**config.mk**
```make
export PLATFORM = sky130hd
export DESIGN_NAME = stateen_gate
export DESIGN_NICKNAME = d
export VERILOG_FILES = /design/src/rtl/stateen_pkg.sv /design/src/rtl/stateen_decode.sv /design/src/rtl/stateen_regs.sv /design/src/rtl/stateen_levels.sv /design/src/rtl/stateen_gate.sv
export SDC_FILE = /design/constraint.sdc
export NUM_CORES = 1
export LEC_CHECK = 0
export BUFFER_PORTS_ARGS = -buffer_cell sky130_fd_sc_hd__buf_2
export CAP_MARGIN = 0
export CORE_AREA = 3 3 106 108
export DETAILED_ROUTE_END_ITERATION = 10
export DIE_AREA = 0 0 109 111
export GPL_ROUTABILITY_DRIVEN = 1
export SYNTH_ARGS = -nofsm -noshare
export SYNTH_HDL_FRONTEND = slang
export SYNTH_HIERARCHICAL = 1
export SYNTH_SLANG_ARGS = --single-unit
export TNS_END_PERCENT = 30
```
**constraint.sdc**
```tcl
create_clock -name clk_i -period 4 [get_ports clk_i]
set_clock_uncertainty 0.15 [all_clocks]
set_input_delay 0 -clock clk_i [delete_from_list [all_inputs] [get_ports clk_i]]
set_output_delay 0 -clock clk_i [all_outputs]
set_load 0.02 [all_outputs]
```
**src/rtl/stateen_pkg.sv**
```systemverilog
`timescale 1ns/1ps
package stateen_pkg;
  localparam int BIT_CUSTOM  = 0;
  localparam int BIT_FCSR    = 1;
  localparam int BIT_JVT     = 2;
  localparam int BIT_P1P13   = 56;
  localparam int BIT_CONTEXT = 57;
  localparam int BIT_IMSIC   = 58;
  localparam int BIT_AIA     = 59;
  localparam int BIT_CSRIND  = 60;
  localparam int BIT_ENVCFG  = 62;
  localparam int BIT_SE0     = 63;

  localparam logic [63:0] M_WMASK = 64'hDF00_0000_0000_0007;
  localparam logic [63:0] H_WMASK = 64'hDE00_0000_0000_0007;
  localparam logic [31:0] S_WMASK = 32'h0000_0007;

  localparam logic [11:0] ADDR_M    = 12'h30C;
  localparam logic [11:0] ADDR_M_HI = 12'h31C;
  localparam logic [11:0] ADDR_H    = 12'h60C;
  localparam logic [11:0] ADDR_H_HI = 12'h61C;
  localparam logic [11:0] ADDR_S    = 12'h10C;

  localparam logic [1:0] PRIV_U = 2'b00;
  localparam logic [1:0] PRIV_S = 2'b01;
  localparam logic [1:0] PRIV_M = 2'b11;

  typedef enum logic [2:0] {
    SEL_NONE, SEL_M_LO, SEL_M_HI, SEL_H_LO, SEL_H_HI, SEL_S
  } sel_e;

  typedef struct packed {
    logic custom;
    logic fcsr;
    logic jvt;
    logic envcfg;
    logic csrind;
    logic imsic;
    logic aia;
    logic ctx;
  } gate_t;

  function automatic gate_t pick_gates(input logic [63:0] v);
    gate_t g;
    g.custom = v[BIT_CUSTOM];
    g.fcsr   = v[BIT_FCSR];
    g.jvt    = v[BIT_JVT];
    g.envcfg = v[BIT_ENVCFG];
    g.csrind = v[BIT_CSRIND];
    g.imsic  = v[BIT_IMSIC];
    g.aia    = v[BIT_AIA];
    g.ctx    = v[BIT_CONTEXT];
    return g;
  endfunction
endpackage

```
**src/rtl/stateen_decode.sv**
```systemverilog
`timescale 1ns/1ps
module stateen_decode
  import stateen_pkg::*;
#(
  parameter int XLEN  = 64,
  parameter int HAS_H = 1
) (
  input  logic        valid_i,
  input  logic [11:0] addr_i,
  input  logic [1:0]  priv_i,
  input  logic        virt_i,
  input  logic        m_se0_i,
  input  logic        h_se0_i,
  output sel_e        sel_o,
  output logic        hit_o,
  output logic        illegal_o,
  output logic        virtual_o
);
  localparam bit HI_HALVES = (XLEN == 32);
  localparam bit HYP       = (HAS_H != 0);

  logic is_m, is_s, is_u, vmode, ill, vf;

  assign is_m  = (priv_i == PRIV_M);
  assign is_s  = (priv_i == PRIV_S);
  assign is_u  = (priv_i == PRIV_U);
  assign vmode = HYP && virt_i && (is_s || is_u);

  always_comb begin
    sel_o = SEL_NONE;
    if (addr_i == ADDR_M)                              sel_o = SEL_M_LO;
    else if (HI_HALVES && addr_i == ADDR_M_HI)         sel_o = SEL_M_HI;
    else if (HYP && addr_i == ADDR_H)                  sel_o = SEL_H_LO;
    else if (HYP && HI_HALVES && addr_i == ADDR_H_HI)  sel_o = SEL_H_HI;
    else if (addr_i == ADDR_S)                         sel_o = SEL_S;
  end

  always_comb begin
    ill = 1'b0;
    vf  = 1'b0;
    unique case (sel_o)
      SEL_M_LO, SEL_M_HI: ill = !is_m;
      SEL_H_LO, SEL_H_HI: begin
        if (is_m)                 ill = 1'b0;
        else if (vmode)           begin ill = !m_se0_i; vf = m_se0_i; end
        else if (is_s)            ill = !m_se0_i;
        else                      ill = 1'b1;
      end
      SEL_S: begin
        if (is_m)                 ill = 1'b0;
        else if (vmode && is_s)   begin ill = !m_se0_i; vf = m_se0_i && !h_se0_i; end
        else if (vmode)           begin ill = !m_se0_i; vf = m_se0_i; end
        else if (is_s)            ill = !m_se0_i;
        else                      ill = 1'b1;
      end
      default: ;
    endcase
  end

  assign hit_o     = valid_i && (sel_o != SEL_NONE);
  assign illegal_o = hit_o && ill;
  assign virtual_o = hit_o && vf;
endmodule

```
**src/rtl/stateen_regs.sv**
```systemverilog
`timescale 1ns/1ps
module stateen_regs
  import stateen_pkg::*;
#(
  parameter int XLEN  = 64,
  parameter int HAS_H = 1
) (
  input  logic            clk_i,
  input  logic            rst_ni,
  input  logic            we_i,
  input  sel_e            sel_i,
  input  logic [XLEN-1:0] wdata_i,
  input  logic            misa_f_i,
  output logic [XLEN-1:0] rdata_o,
  output logic            m_se0_o,
  output logic            h_se0_o,
  output gate_t           m_gate_o,
  output gate_t           h_gate_o,
  output logic [2:0]      s_low_o
);
  localparam logic [63:0] FCSR_BIT = 64'd1 << BIT_FCSR;
  localparam bit          HYP      = (HAS_H != 0);

  logic [63:0] m_q, h_q, m_d, h_d, wd64, m_wmask, m_eff, h_eff, rd64;
  logic [31:0] s_q, s_eff;

  assign wd64    = 64'(wdata_i);
  assign m_wmask = M_WMASK & ~(misa_f_i ? FCSR_BIT : 64'd0);

  always_comb begin
    m_d = m_q;
    h_d = h_q;
    case (sel_i)
      SEL_M_LO: if (XLEN == 64) m_d = wd64; else m_d[31:0] = wd64[31:0];
      SEL_M_HI: m_d[63:32] = wd64[31:0];
      SEL_H_LO: if (XLEN == 64) h_d = wd64; else h_d[31:0] = wd64[31:0];
      SEL_H_HI: h_d[63:32] = wd64[31:0];
      default: ;
    endcase
  end

  always_ff @(posedge clk_i or negedge rst_ni) begin
    if (!rst_ni) begin
      m_q <= '0;
      h_q <= '0;
      s_q <= '0;
    end else if (we_i) begin
      if (sel_i == SEL_M_LO || sel_i == SEL_M_HI) m_q <= m_d & m_wmask;
      if (sel_i == SEL_H_LO || sel_i == SEL_H_HI) h_q <= h_d & H_WMASK;
      if (sel_i == SEL_S)                         s_q <= wd64[31:0] & S_WMASK;
    end
  end

  // lower tiers see the AND of every tier above them
  assign m_eff = m_q & ~(misa_f_i ? FCSR_BIT : 64'd0);
  generate
    if (HYP) begin : g_hyp
      assign h_eff = h_q & m_eff;
      assign s_eff = s_q & m_eff[31:0] & h_eff[31:0];
    end else begin : g_nohyp
      assign h_eff = '0;
      assign s_eff = s_q & m_eff[31:0];
    end
  endgenerate

  always_comb begin
    case (sel_i)
      SEL_M_LO: rd64 = m_eff;
      SEL_M_HI: rd64 = {32'd0, m_eff[63:32]};
      SEL_H_LO: rd64 = h_eff;
      SEL_H_HI: rd64 = {32'd0, h_eff[63:32]};
      SEL_S:    rd64 = {32'd0, s_eff};
      default:  rd64 = '0;
    endcase
  end

  assign rdata_o  = rd64[XLEN-1:0];
  assign m_se0_o  = m_eff[BIT_SE0];
  assign h_se0_o  = h_q[BIT_SE0];
  assign m_gate_o = pick_gates(m_eff);
  assign h_gate_o = pick_gates(h_eff);
  assign s_low_o  = s_q[2:0];

  assert_wmask_R6: assert property (@(posedge clk_i) disable iff (!rst_ni)
    ((m_q & ~M_WMASK) == 64'd0) && ((h_q & ~H_WMASK) == 64'd0) && ((s_q & ~S_WMASK) == 32'd0));

  assert_tier_and_R7: assert property (@(posedge clk_i) disable iff (!rst_ni)
    ((h_eff & ~m_eff) == 64'd0) && ((s_eff & ~m_eff[31:0]) == 32'd0));

  assert_fcsr_ro_R8: assert property (@(posedge clk_i) disable iff (!rst_ni)
    (we_i && misa_f_i && sel_i == SEL_M_LO) |=> !m_q[BIT_FCSR]);
endmodule

```
**src/rtl/stateen_levels.sv**
```systemverilog
`timescale 1ns/1ps
module stateen_levels
  import stateen_pkg::*;
#(
  parameter int HAS_H = 1
) (
  input  logic [1:0] priv_i,
  input  logic       virt_i,
  input  logic       misa_f_i,
  input  gate_t      m_gate_i,
  input  gate_t      h_gate_i,
  input  logic [2:0] s_low_i,
  output gate_t      en_o,
  output logic       fp_illegal_o,
  output logic       fp_virtual_o
);
  logic is_m, vmode, fp_fault, fp_vkind;

  assign is_m  = (priv_i == PRIV_M);
  assign vmode = (HAS_H != 0) && virt_i && !is_m;

  always_comb begin
    if (is_m) en_o = '1;
    else begin
      en_o = vmode ? h_gate_i : m_gate_i;
      if (priv_i == PRIV_U) begin
        en_o.custom = en_o.custom & s_low_i[0];
        en_o.fcsr   = en_o.fcsr   & s_low_i[1];
        en_o.jvt    = en_o.jvt    & s_low_i[2];
      end
    end
  end

  assign fp_fault     = !misa_f_i && !en_o.fcsr && !is_m;
  assign fp_vkind     = vmode && m_gate_i.fcsr && !h_gate_i.fcsr;
  assign fp_illegal_o = fp_fault && !fp_vkind;
  assign fp_virtual_o = fp_fault && fp_vkind;
endmodule

```
**src/rtl/stateen_gate.sv**
```systemverilog
`timescale 1ns/1ps
module stateen_gate
  import stateen_pkg::*;
#(
  parameter int XLEN  = 64,
  parameter int HAS_H = 1
) (
  input  logic            clk_i,
  input  logic            rst_ni,
  input  logic            csr_valid_i,
  input  logic            csr_we_i,
  input  logic [11:0]     csr_addr_i,
  input  logic [XLEN-1:0] csr_wdata_i,
  input  logic [1:0]      priv_i,
  input  logic            virt_i,
  input  logic            misa_f_i,
  output logic            csr_hit_o,
  output logic [XLEN-1:0] csr_rdata_o,
  output logic            csr_illegal_o,
  output logic            csr_virtual_o,
  output logic            en_custom_o,
  output logic            en_fcsr_o,
  output logic            en_jvt_o,
  output logic            en_envcfg_o,
  output logic            en_csrind_o,
  output logic            en_imsic_o,
  output logic            en_aia_o,
  output logic            en_context_o,
  output logic            fp_illegal_o,
  output logic            fp_virtual_o
);
  sel_e            sel;
  logic            m_se0, h_se0, ok, we;
  logic [XLEN-1:0] rd;
  gate_t           m_gate, h_gate, en;
  logic [2:0]      s_low;

  stateen_decode #(.XLEN(XLEN), .HAS_H(HAS_H)) u_decode (
    .valid_i(csr_valid_i), .addr_i(csr_addr_i), .priv_i(priv_i), .virt_i(virt_i),
    .m_se0_i(m_se0), .h_se0_i(h_se0), .sel_o(sel), .hit_o(csr_hit_o),
    .illegal_o(csr_illegal_o), .virtual_o(csr_virtual_o)
  );

  assign ok = csr_hit_o && !csr_illegal_o && !csr_virtual_o;
  assign we = ok && csr_we_i;

  stateen_regs #(.XLEN(XLEN), .HAS_H(HAS_H)) u_regs (
    .clk_i(clk_i), .rst_ni(rst_ni), .we_i(we), .sel_i(sel), .wdata_i(csr_wdata_i),
    .misa_f_i(misa_f_i), .rdata_o(rd), .m_se0_o(m_se0), .h_se0_o(h_se0),
    .m_gate_o(m_gate), .h_gate_o(h_gate), .s_low_o(s_low)
  );

  stateen_levels #(.HAS_H(HAS_H)) u_levels (
    .priv_i(priv_i), .virt_i(virt_i), .misa_f_i(misa_f_i), .m_gate_i(m_gate),
    .h_gate_i(h_gate), .s_low_i(s_low), .en_o(en),
    .fp_illegal_o(fp_illegal_o), .fp_virtual_o(fp_virtual_o)
  );

  assign csr_rdata_o  = ok ? rd : '0;
  assign en_custom_o  = en.custom;
  assign en_fcsr_o    = en.fcsr;
  assign en_jvt_o     = en.jvt;
  assign en_envcfg_o  = en.envcfg;
  assign en_csrind_o  = en.csrind;
  assign en_imsic_o   = en.imsic;
  assign en_aia_o     = en.aia;
  assign en_context_o = en.ctx;

  assert_miss_quiet_R2: assert property (@(posedge clk_i) disable iff (!rst_ni)
    (csr_valid_i && !csr_hit_o) |-> (!csr_illegal_o && !csr_virtual_o && csr_rdata_o == '0));

  assert_m_only_R3: assert property (@(posedge clk_i) disable iff (!rst_ni)
    (csr_valid_i && csr_addr_i == ADDR_M && priv_i != PRIV_M) |-> csr_illegal_o);

  assert_fault_excl_R5: assert property (@(posedge clk_i) disable iff (!rst_ni)
    !(csr_illegal_o && csr_virtual_o));

  assert_fp_kind_R9: assert property (@(posedge clk_i) disable iff (!rst_ni)
    fp_virtual_o |-> (virt_i && !fp_illegal_o && priv_i != PRIV_M));

  assert_mmode_open_R10: assert property (@(posedge clk_i) disable iff (!rst_ni)
    (priv_i == PRIV_M) |-> (en == '1 && !fp_illegal_o && !fp_virtual_o));

  assert_no_write_R11: assert property (@(posedge clk_i) disable iff (!rst_ni)
    (csr_valid_i && csr_we_i && (csr_illegal_o || csr_virtual_o)) |=>
      ($stable(u_regs.m_q) && $stable(u_regs.h_q) && $stable(u_regs.s_q)));
endmodule

```
Word level (Yosys, flattened, before mapping). Cells that the tools add are included.

Register bits after elaboration: 76. Latch bits: 0. Memory bits (writable): 0. ROM bits: 0. Input bits: 84. Output and inout port bits: 77. Word-level logic and storage cells: 83. Memories kept: 0.

Add/sub/neg operators: 0. $mul: 0. Div/mod/pow operators: 0. Magnitude comparators: 0. Equality and inequality tests: 10. Shift operators: 0. Mux-type cells: 23. Bitwise gates (word level): 9. Reductions and logical operators: 37.

Operator list (count): case mux 64 bit (5 select lines) (1); AND 64 bit (3); case mux 32 bit (2 select lines) (2); 2-to-1 mux 64 bit (1); NOT 2 -> 64 bit (1); AND 3 x 32 -> 32 bit (1); AND 32 bit (1); 2-to-1 mux 32 bit (1); logical AND 1 bit (16); 2-to-1 mux 8 bit (2); equality test 12 x 10 -> 1 bit (second input constant) (1); equality test 12 x 11 -> 1 bit (second input constant) (1); equality test 12 x 9 -> 1 bit (second input constant) (1); 2-to-1 mux 3 bit (4); zero test 1 bit (9); 2-to-1 mux 1 bit (9); equality test 3 x 2 -> 1 bit (second input constant) (2); equality test 3 bit (second input constant) (2); AND reduction 3 bit (2); AND reduction 2 bit (2); OR reduction 2 bit (2); AND 1 bit (3); equality test 3 x 1 -> 1 bit (second input constant) (1); logical OR 1 bit (3); 8 further kinds (8).

Depth between registers and ports, before layout. Gate-level depths: netlist of run 1.

Depth in word-level cells: 15. Gate-level depth with buffers: 10. Gate-level depth less buffers: 7.

By module. Netlist of run 1, hierarchy kept.

By module, submodules not included: stateen_regs (times used 1, cells an instance 221, area an instance 1856.8 µm², sequential area each 550.5 µm²); stateen_gate (times used 1, cells an instance 86, area an instance 859.6 µm², sequential area each 0.0 µm²); stateen_levels (times used 1, cells an instance 37, area an instance 237.7 µm², sequential area each 0.0 µm²); stateen_decode (times used 1, cells an instance 24, area an instance 147.6 µm², sequential area each 0.0 µm²).

Worst setup path after synthesis of run 1. No wires, ideal clock.

Kind: input port to flip-flop. Start: input csr_addr_i[4]. End: register u_regs.h_q[0]. Arrival time: 3.321 ns. Required time: 3.725 ns. Setup slack: 0.404 ns. Stages: 9. Path buffers: 3. Cells stage by stage: or4_1 or4_1 buf_2 nor3_1 buf_4 nor4bb_1 and4b_1 buf_2 mux2_2.

Elaborated cells on any way between the ends: 26. Those cells by class: eq/ne (8); mux (5); reduce/logical (13).

RTL lines: from (decl) (line stateen_gate.sv:12) `input logic [11:0] csr_addr_i,`; equality test 12 x 9 -> 1 bit (line stateen_decode.sv:35) `else if (addr_i == ADDR_S) sel_o = SEL_S;`; 2-to-1 mux 3 bit (line stateen_decode.sv:35); 2-to-1 mux 3 bit (line stateen_decode.sv:33) `else if (HYP && addr_i == ADDR_H) sel_o = SEL_H_LO;`; 2-to-1 mux 3 bit * (line stateen_decode.sv:31) `if (addr_i == ADDR_M) sel_o = SEL_M_LO;`; nonzero test 3 bit * (line stateen_decode.sv:60) `assign hit_o = valid_i && (sel_o != SEL_NONE);`; logical AND 1 bit * (line stateen_decode.sv:60); net csr_hit_o (line stateen_gate.sv:17) `output logic csr_hit_o,`; logical AND 1 bit (line stateen_decode.sv:61) `assign illegal_o = hit_o && ill;`; zero test 1 bit (line stateen_gate.sv:44) `assign ok = csr_hit_o && !csr_illegal_o && !csr_virtual_o;`; logical AND 1 bit (line stateen_gate.sv:44); logical AND 1 bit * (line stateen_gate.sv:44); logical AND 1 bit * (line stateen_gate.sv:45) `assign we = ok && csr_we_i;`; net we (line stateen_gate.sv:33) `logic m_se0, h_se0, ok, we;`; AND reduction 3 bit (no source line) *; to (signal assigned) (line stateen_regs.sv:49) `if (sel_i == SEL_H_LO || sel_i == SEL_H_HI) h_q <= h_d & H_WMASK;`; to (decl) (line stateen_regs.sv:24) `logic [63:0] m_q, h_q, m_d, h_d, wd64, m_wmask, m_eff, h_eff, rd64;`.

Mark *: on every way through the listed nets, which the timed path passes. The rest lies on a longest branch. A chain may end at the register's enable or synchronous reset.

Worst setup path after layout of run 1.
Start: input csr_addr_i[4]. End: register u_regs.h_q[60].

Longest elaborated chain between the ends: 13. Elaborated cells on any way between the ends: 28. Those cells by class: eq/ne (8); mux (6); reduce/logical (14).

RTL lines: equality test 12 x 9 -> 1 bit (line stateen_decode.sv:35); 2-to-1 mux 3 bit (line stateen_decode.sv:35); 2-to-1 mux 3 bit (line stateen_decode.sv:33); 2-to-1 mux 3 bit * (line stateen_decode.sv:31); equality test 3 x 2 -> 1 bit, or another cell as far along (line stateen_decode.sv:41) `unique case (sel_o)`; OR reduction 2 bit (line stateen_decode.sv:41); case mux 1 bit (3 select lines) (line stateen_decode.sv:41); logical AND 1 bit (line stateen_decode.sv:61); zero test 1 bit (line stateen_gate.sv:44); logical AND 1 bit (line stateen_gate.sv:44); logical AND 1 bit * (line stateen_gate.sv:44); logical AND 1 bit * (line stateen_gate.sv:45); net we (line stateen_gate.sv:33); AND reduction 3 bit (no source line) *.

Marked as above.

==> results.tsv, run 1 <==
metric	value	unit
outcome	finished, final reports clean	
total track usage	12.65	%
Yosys cell types	53	
Root Buffer	clkbuf_8	
# port buffers	66	
Slew @ Worst Pin	955.6	ps
main combinational cell family by area after synthesis	simple AND/OR/NAND/NOR gates	
Avg Vias per Cell	4.786	
clock tree sinks	22	
period utilization	82.78	%
Commonest cells post-synth	buf_4 (58), nor4bb_1 (53), nand2_1 (26), dfrtp_1 (22), a21oi_1 (18)	
Async SR Flop Fraction	100.0	%
MaxCap Viol Count	0	
Final HPWL DP	5981	um
Core ar.	0.01032	sq mm
endpoints failing hold	0	
Critical Path Most Common Cell	or4_1	
Post-Synth XOR/XNOR Area	0.2824	%
H-tree Lvls	1	
FP Rows	37	
crit path kind	in2reg	
syn avg cell area	8.429	sq um
Leak	1.555	nW
Final setup viols	0	
share of the synthesized area in the top cell type	17.75	%
postcts setup bufs	0	
number of fill cells	1076	
first-pass GRT wire length	12750	um
ANT nets after route	0	
Worst-path clk slew	80	ps
WP buf/inv	3	
Final #Nets	511	
most numerous cell in the Yosys netlist	buf_4	
Place WS	864.5	ps
initial core utilization	30.04	%
Arrival @ worst endpoint	3350	ps
Post-Synth Simple-Gate Area	41.31	%
vias in the first global route	2529	
Clk Latency, worst-skew pair	250	ps
worst vdd ir	0.00008793	V
Slew HR	35.42	%
Critical-path top delay cell	or4_1	
ranking of synthesized cells by area	dfrtp_1 (18%), nor4bb_1 (17%), buf_4 (14%)	
post-layout min period	3311	ps
CP cell instances	buf_2 -> or4_1 -> or4_1 -> nor3_2 -> nor4bb_1 -> buf_4 -> and4b_1 -> a22oi_1 -> dlygate4sd3_1 -> o21ai_1	
post-route setup TNS	0	ps
largest net degree at the start of global routing	66	
Post-Synth Adder-Cell Area	0	%
Hold Crit Class	in2reg	
DRC Markers	0	
RSZ-0062 raised after global routing	false	
Crit path required time	4040	ps
sequential share of the synthesized area	17.75	%
Hold Slack	9.376	ps
Longest Clk Path Bufs	2	
Die X	109	um
WL final	8172	um
Ant. Diodes	0	
Gate Count Post-Synth	368	
fmax	302.0	MHz
CTS tree	done	
Top delay family on crit path	simple AND/OR/NAND/NOR gates	
fin. max-slew vios	0	
number of synthesized register bits	22	
number of DRC markers after the initial detailed-route iteration	176	
Post-Syn Area	0.003102	sq mm
GRT overflow	0	
Critical Path Source Type	input port	
IO Pins	161	
vias post-DR	2685	
crit-path max FO	10	
Warnings, synthesis	6	
initial antenna violation count	0	
Die Ht	111	um
Worst Setup End Kind	flip-flop	
Num CTS Buffers	3	
share of cells above drive strength 1	24.71	%
WL per Instance	14.57	um
mux cell area share after synthesis	5.365	%
drt first pass iters	4	
PD cells	127.2	mW/mm^2
Final Core Density	33.60	%
post-synth top area cell	dfrtp_1	
final setup margin	688.8	ps
Placer Congestion	0.7622	
predominant post-synthesis flop cell	dfrtp_1	
Layout area overhead	11.82	%
Post-synth EDFFs	0	
Crit path largest cell delay	670	ps
area fraction in compound gates after synthesis	12.34	%
Die ar.	0.01210	sq mm
-- final timing paths --
check	slack [ps]	depth (start not counted)	endpoint	startpoint
max	690	10	u_regs/h_q[60]	csr_addr_i[4]
min	9	3	u_regs/m_q[56]	csr_wdata_i[24]
max reg2reg	800	9	u_regs/h_q[60]	u_regs/m_q[63]
min reg2reg	380	1	u_regs/s_q[1]	u_regs/s_q[1]
max in group asynchronous	3280	2	u_regs/m_q[1]	rst_ni
min in group asynchronous	80	2	u_regs/m_q[62]	rst_ni
-- area by class of cell --
class                           count  area (sq um)  share of cell area [%]
Tap cell                          136         170.2                   4.906
Inverter                            9         33.78                  0.9740
Clock buffer                        3         41.29                   1.190
Multi-Input combinational cell    293          2042                   58.87
Timing Repair Buffer               98         630.6                   18.18
Sequential cell                    22         550.5                   15.87
-- registers in the layout (all words and copies together) (netlist names) --
register and count:
u_regs/s_q 3, u_regs/m_q 10, u_regs/h_q 9
-- worst reg2reg max path: stages, from the launching register on --
cell	delay, ps
dfrtp_1	480
nand2b_1	110
o31ai_1	380
a211oi_4	110
nor4bb_1	340
buf_4	220
and4b_1	490
a22oi_1	180
dlygate4sd3_1	600
o21ai_1	70
-- where the power goes --
group	leakage [nW]	internal (W)	total (W)	switching, W
combinational	1.26	0.0000420	0.0000856	0.0000436
sequential	0.276	0.000222	0.000222	0.00000000270
clock	0.0216	0.0000670	0.000133	0.0000662
total	1.56	0.000331	0.000441	0.000110
-- repair_timing --
| action | 4_1_cts | 5_1_grt |
|---|---|---|
| hold endpoints to repair | 44 | 0 |
| resized for setup | 0 | 0 |
| hold buffers | 24 | 0 |
-- kinds of logic after synthesis --
| kind of cell | after synthesis |
|---|---|
| other cells | 1 |
| simple gates | 170 |
| flops | 22 |
| buf+inv | 99 |
| compound gates | 60 |
| mux | 15 |
| xor+xnor | 1 |
-- through the flow --
step                      instances  area (sq um)  total power (W)
after floorplan                 414          3274        0.0002932
after global placement          534          3187        0.0002978
after detailed placement        534          3187        0.0002985
after CTS                       561          3468        0.0004440
after global routing            561          3468        0.0004595
final                           561          3468        0.0004410
-- cells in the final DEF, fill, tap and decap left out, types with 2 or more instances in the layout --
cell type / n
mux2_1: 3
nor4bb_1: 53
o31ai_1: 8
clkbuf_8: 3
and4bb_2: 13
nor2b_1: 6
mux2i_1: 5
a211oi_1: 7
or2b_1: 5
nor3b_1: 2
inv_1: 9
nand3b_1: 2
mux2_2: 6
o21ai_1: 6
or4_1: 2
nand2b_1: 15
nand2_1: 26
a21oi_1: 18
a31oi_1: 2
buf_4: 8
dlygate4sd3_1: 24
and2_1: 8
conb_1: 47
o21ai_0: 4
o22ai_1: 2
buf_2: 66
dfrtp_1: 22
and3_1: 8
nor2_1: 17
a22oi_1: 6
-- routing by layer --
layer	vias to the layer above	wire, um	GRT usage [%]
li1	1351	-	-
met1	1246	3529	15.91
met2	82	4134	23.34
met3	6	411	0.6989
met4	0	96	2.609
met5	-	0	0
No activity file was read; power rests on OpenSTA's default activity.
==> run 2: changes to the inputs <==
==> constraint.sdc (replaced) <==
create_clock -name clk_i -period 3.1 [get_ports clk_i]
set_clock_uncertainty 0.15 [all_clocks]
set_input_delay 0 -clock clk_i [delete_from_list [all_inputs] [get_ports clk_i]]
set_output_delay 0 -clock clk_i [all_outputs]
set_load 0.02 [all_outputs]
==> results.tsv, run 2 (synthesized netlist as in run 1, its figures left out) <==
metric	value	unit	change
Top delay family on crit path	simple AND/OR/NAND/NOR gates		unchanged
hold_buf cts	18		was 24
Avg Vias per Cell	4.784		was 4.786
number of flip-flops in the largest register	10		unchanged
number of fill cells	1072		was 1076
share of cells above drive strength 1	26.18	%	was 24.71%
GRT overflow	0		unchanged
vias post-DR	2679		was 2685
IO Pins	161		unchanged
Leak	1.586	nW	was 1.555 nW
most common cell after layout, fill and taps aside	buf_2		unchanged
Most flops, register	u_regs/m_q		unchanged
placed insts	538		was 534
Worst Setup End Kind	output pin		was flip-flop
WL per Instance	14.26	um	was 14.57 um
initial core utilization	30.04	%	unchanged
sequential share of power	47.9	%	was 50.4%
DRC Markers	0		unchanged
Final setup viols	0		unchanged
Critical-path top delay cell	or4_1		unchanged
PostCTS Resize Cnt	0		unchanged
WP buf/inv	3		unchanged
Crit path largest cell delay	680	ps	was 670 ps
Crit path required time	2950	ps	was 4040 ps
post-route setup TNS	0	ps	unchanged
Clk network pwr share	33.7	%	was 30.2%
top flop regs	u_regs/m_q: 10 flops, u_regs/h_q: 9 flops, u_regs/s_q: 3 flops		unchanged
Slew @ Worst Pin	941.5	ps	was 955.6 ps
Clk Latency, worst-skew pair	250	ps	about the same
initial antenna violation count	0		unchanged
Num CTS Buffers	3		unchanged
# port buffers	66		unchanged
first-pass GRT wire length	12430	um	was 12750 um
number of DRC markers after the initial detailed-route iteration	113		was 176
endpoints failing hold	0		unchanged
Worst-path clk slew	80	ps	about the same
cell internal pwr	0.0004540	W	was 0.0003312 W
Critical Path Source Type	input port		unchanged
Net Switching	0.0001439	W	was 0.0001099 W
fin. max-slew vios	0		unchanged
most frequent cells in the layout	buf_2 (66), nor4bb_1 (52), conb_1 (47)		was buf_2 (66), nor4bb_1 (53), conb_1 (47)
period utilization	93.00	%	
total track usage	12.41	%	was 12.65%
switching share of power	24.07	%	was 24.91%
Hold Crit Class	in2reg		unchanged
CTS tree	done		unchanged
Hold Slack	9.728	ps	was 9.376 ps
ANT nets after route	0		unchanged
Slew HR	36.38	%	was 35.42%
MaxCap Viol Count	0		unchanged
crit path kind	in2out		was in2reg
Post-Place Cell Area	0.003251	sq mm	was 0.003187 sq mm
Layout area overhead	12.38	%	was 11.82%
worst vdd ir	0.0001883	V	was 0.00008793 V
clock tree sinks	22		unchanged
CP cell instances	buf_2 -> or4_1 -> or4_1 -> nor2_1 -> buf_12 -> and2b_1 -> and3_1 -> nor4bb_1 -> buf_2		was buf_2 -> or4_1 -> or4_1 -> nor3_2 -> nor4bb_1 -> buf_4 -> and4b_1 -> a22oi_1 -> dlygate4sd3_1 -> o21ai_1
Final HPWL DP	5997	um	was 5981 um
Core ar.	0.01032	sq mm	unchanged
Die X	109	um	unchanged
postcts setup bufs	0		unchanged
Ant. Diodes	0		unchanged
Root Buffer	clkbuf_8		unchanged
Arrival @ worst endpoint	2730	ps	was 3350 ps
outcome	finished, final reports clean		unchanged
Longest Clk Path Bufs	2		unchanged
final std cells w/o fill	560		was 561
crit-path max FO	33		was 10
H-tree Lvls	1		unchanged
fmax	346.9	MHz	
WL final	7987	um	was 8172 um
largest net degree at the start of global routing	66		unchanged
post-route cell area	0.003486	sq mm	was 0.003468 sq mm
FP Rows	37		unchanged
Die Ht	111	um	unchanged
Placer Congestion	0.7958		was 0.7622
Final #Nets	509		was 511
drt first pass iters	4		unchanged
RSZ-0062 raised after global routing	false		unchanged
post-layout min period	2883	ps	
Combinational Power Share	18.4	%	was 19.4%
Design Power	0.0005980	W	was 0.0004410 W
Die ar.	0.01210	sq mm	unchanged
PD cells	171.5	mW/mm^2	was 127.2 mW/mm^2
vias in the first global route	2498		was 2529
[run 2: cell types whose count changed in the layout (fill, tap and decap cells not counted), sizes merged]
| cell | before | now |
|---|---|---|
| clkbuf | 3 | 4 |
| buf | 74 | 78 |
| dlygate4sd3 | 24 | 18 |
[run 2: power groups by stage]
stage | Clock (W) | Combinational (W) | Sequential (W)
detailed placement | 0 | 0.0000922 | 0.000292
global placement | 0 | 0.0000910 | 0.000292
floorplan | 0 | 0.0000864 | 0.000292
global route | 0.000220 | 0.000123 | 0.000287
CTS | 0.000208 | 0.000109 | 0.000287
finish | 0.000201 | 0.000110 | 0.000287
[run 2: stage by stage]
step	setup WS (ps)	util (%)
floorplan	13.55	-
global placement	132.3	31.49
detailed placement	100.2	31.49
CTS	196.0	33.77
global route	28.90	33.77
finish	217.0	33.77
[run 2: worst min-delay path, delay by kind of cell]
family	cells	cell delay, ps
AO/OA/AOI/OAI	2	280
buffers and inverters	1	90
[run 2: final cells by class]
| class | instances | area, sq um | area share [%] |
|---|---|---|---|
| Multi-Input combinational cell | 293 | 2063 | 59.19 |
| Tap cell | 136 | 170.2 | 4.882 |
| Clock buffer | 4 | 55.05 | 1.579 |
| Sequential cell | 22 | 550.5 | 15.79 |
| Timing Repair Buffer | 96 | 613.1 | 17.59 |
| Inverter | 9 | 33.78 | 0.9691 |
[run 2: path summary, 6_finish.rpt]
check | from | to | slack [ps] | depth (start not counted)
worst max-delay path | csr_addr_i[4] | csr_rdata_o[59] | 220 | 9
worst min-delay path | csr_wdata_i[24] | u_regs/m_q[56] | 10 | 3
worst max register to register | u_regs/m_q[63] | u_regs/h_q[1] | 500 | 6
worst min register to register | u_regs/s_q[0] | u_regs/s_q[0] | 370 | 1
max in group asynchronous | rst_ni | u_regs/s_q[1] | 2390 | 2
min in group asynchronous | rst_ni | u_regs/m_q[57] | 80 | 2
[run 2: per-layer routing]
metal	share of wire, %	GRT usage (%)	vias to the layer above	wire [um]
met1	42	14.87	1242	3315
met4	1.5	2.609	0	119
li1	-	-	1346	-
met3	4.3	0.6989	10	344
met2	53	23.71	81	4207
met5	0	0	-	0
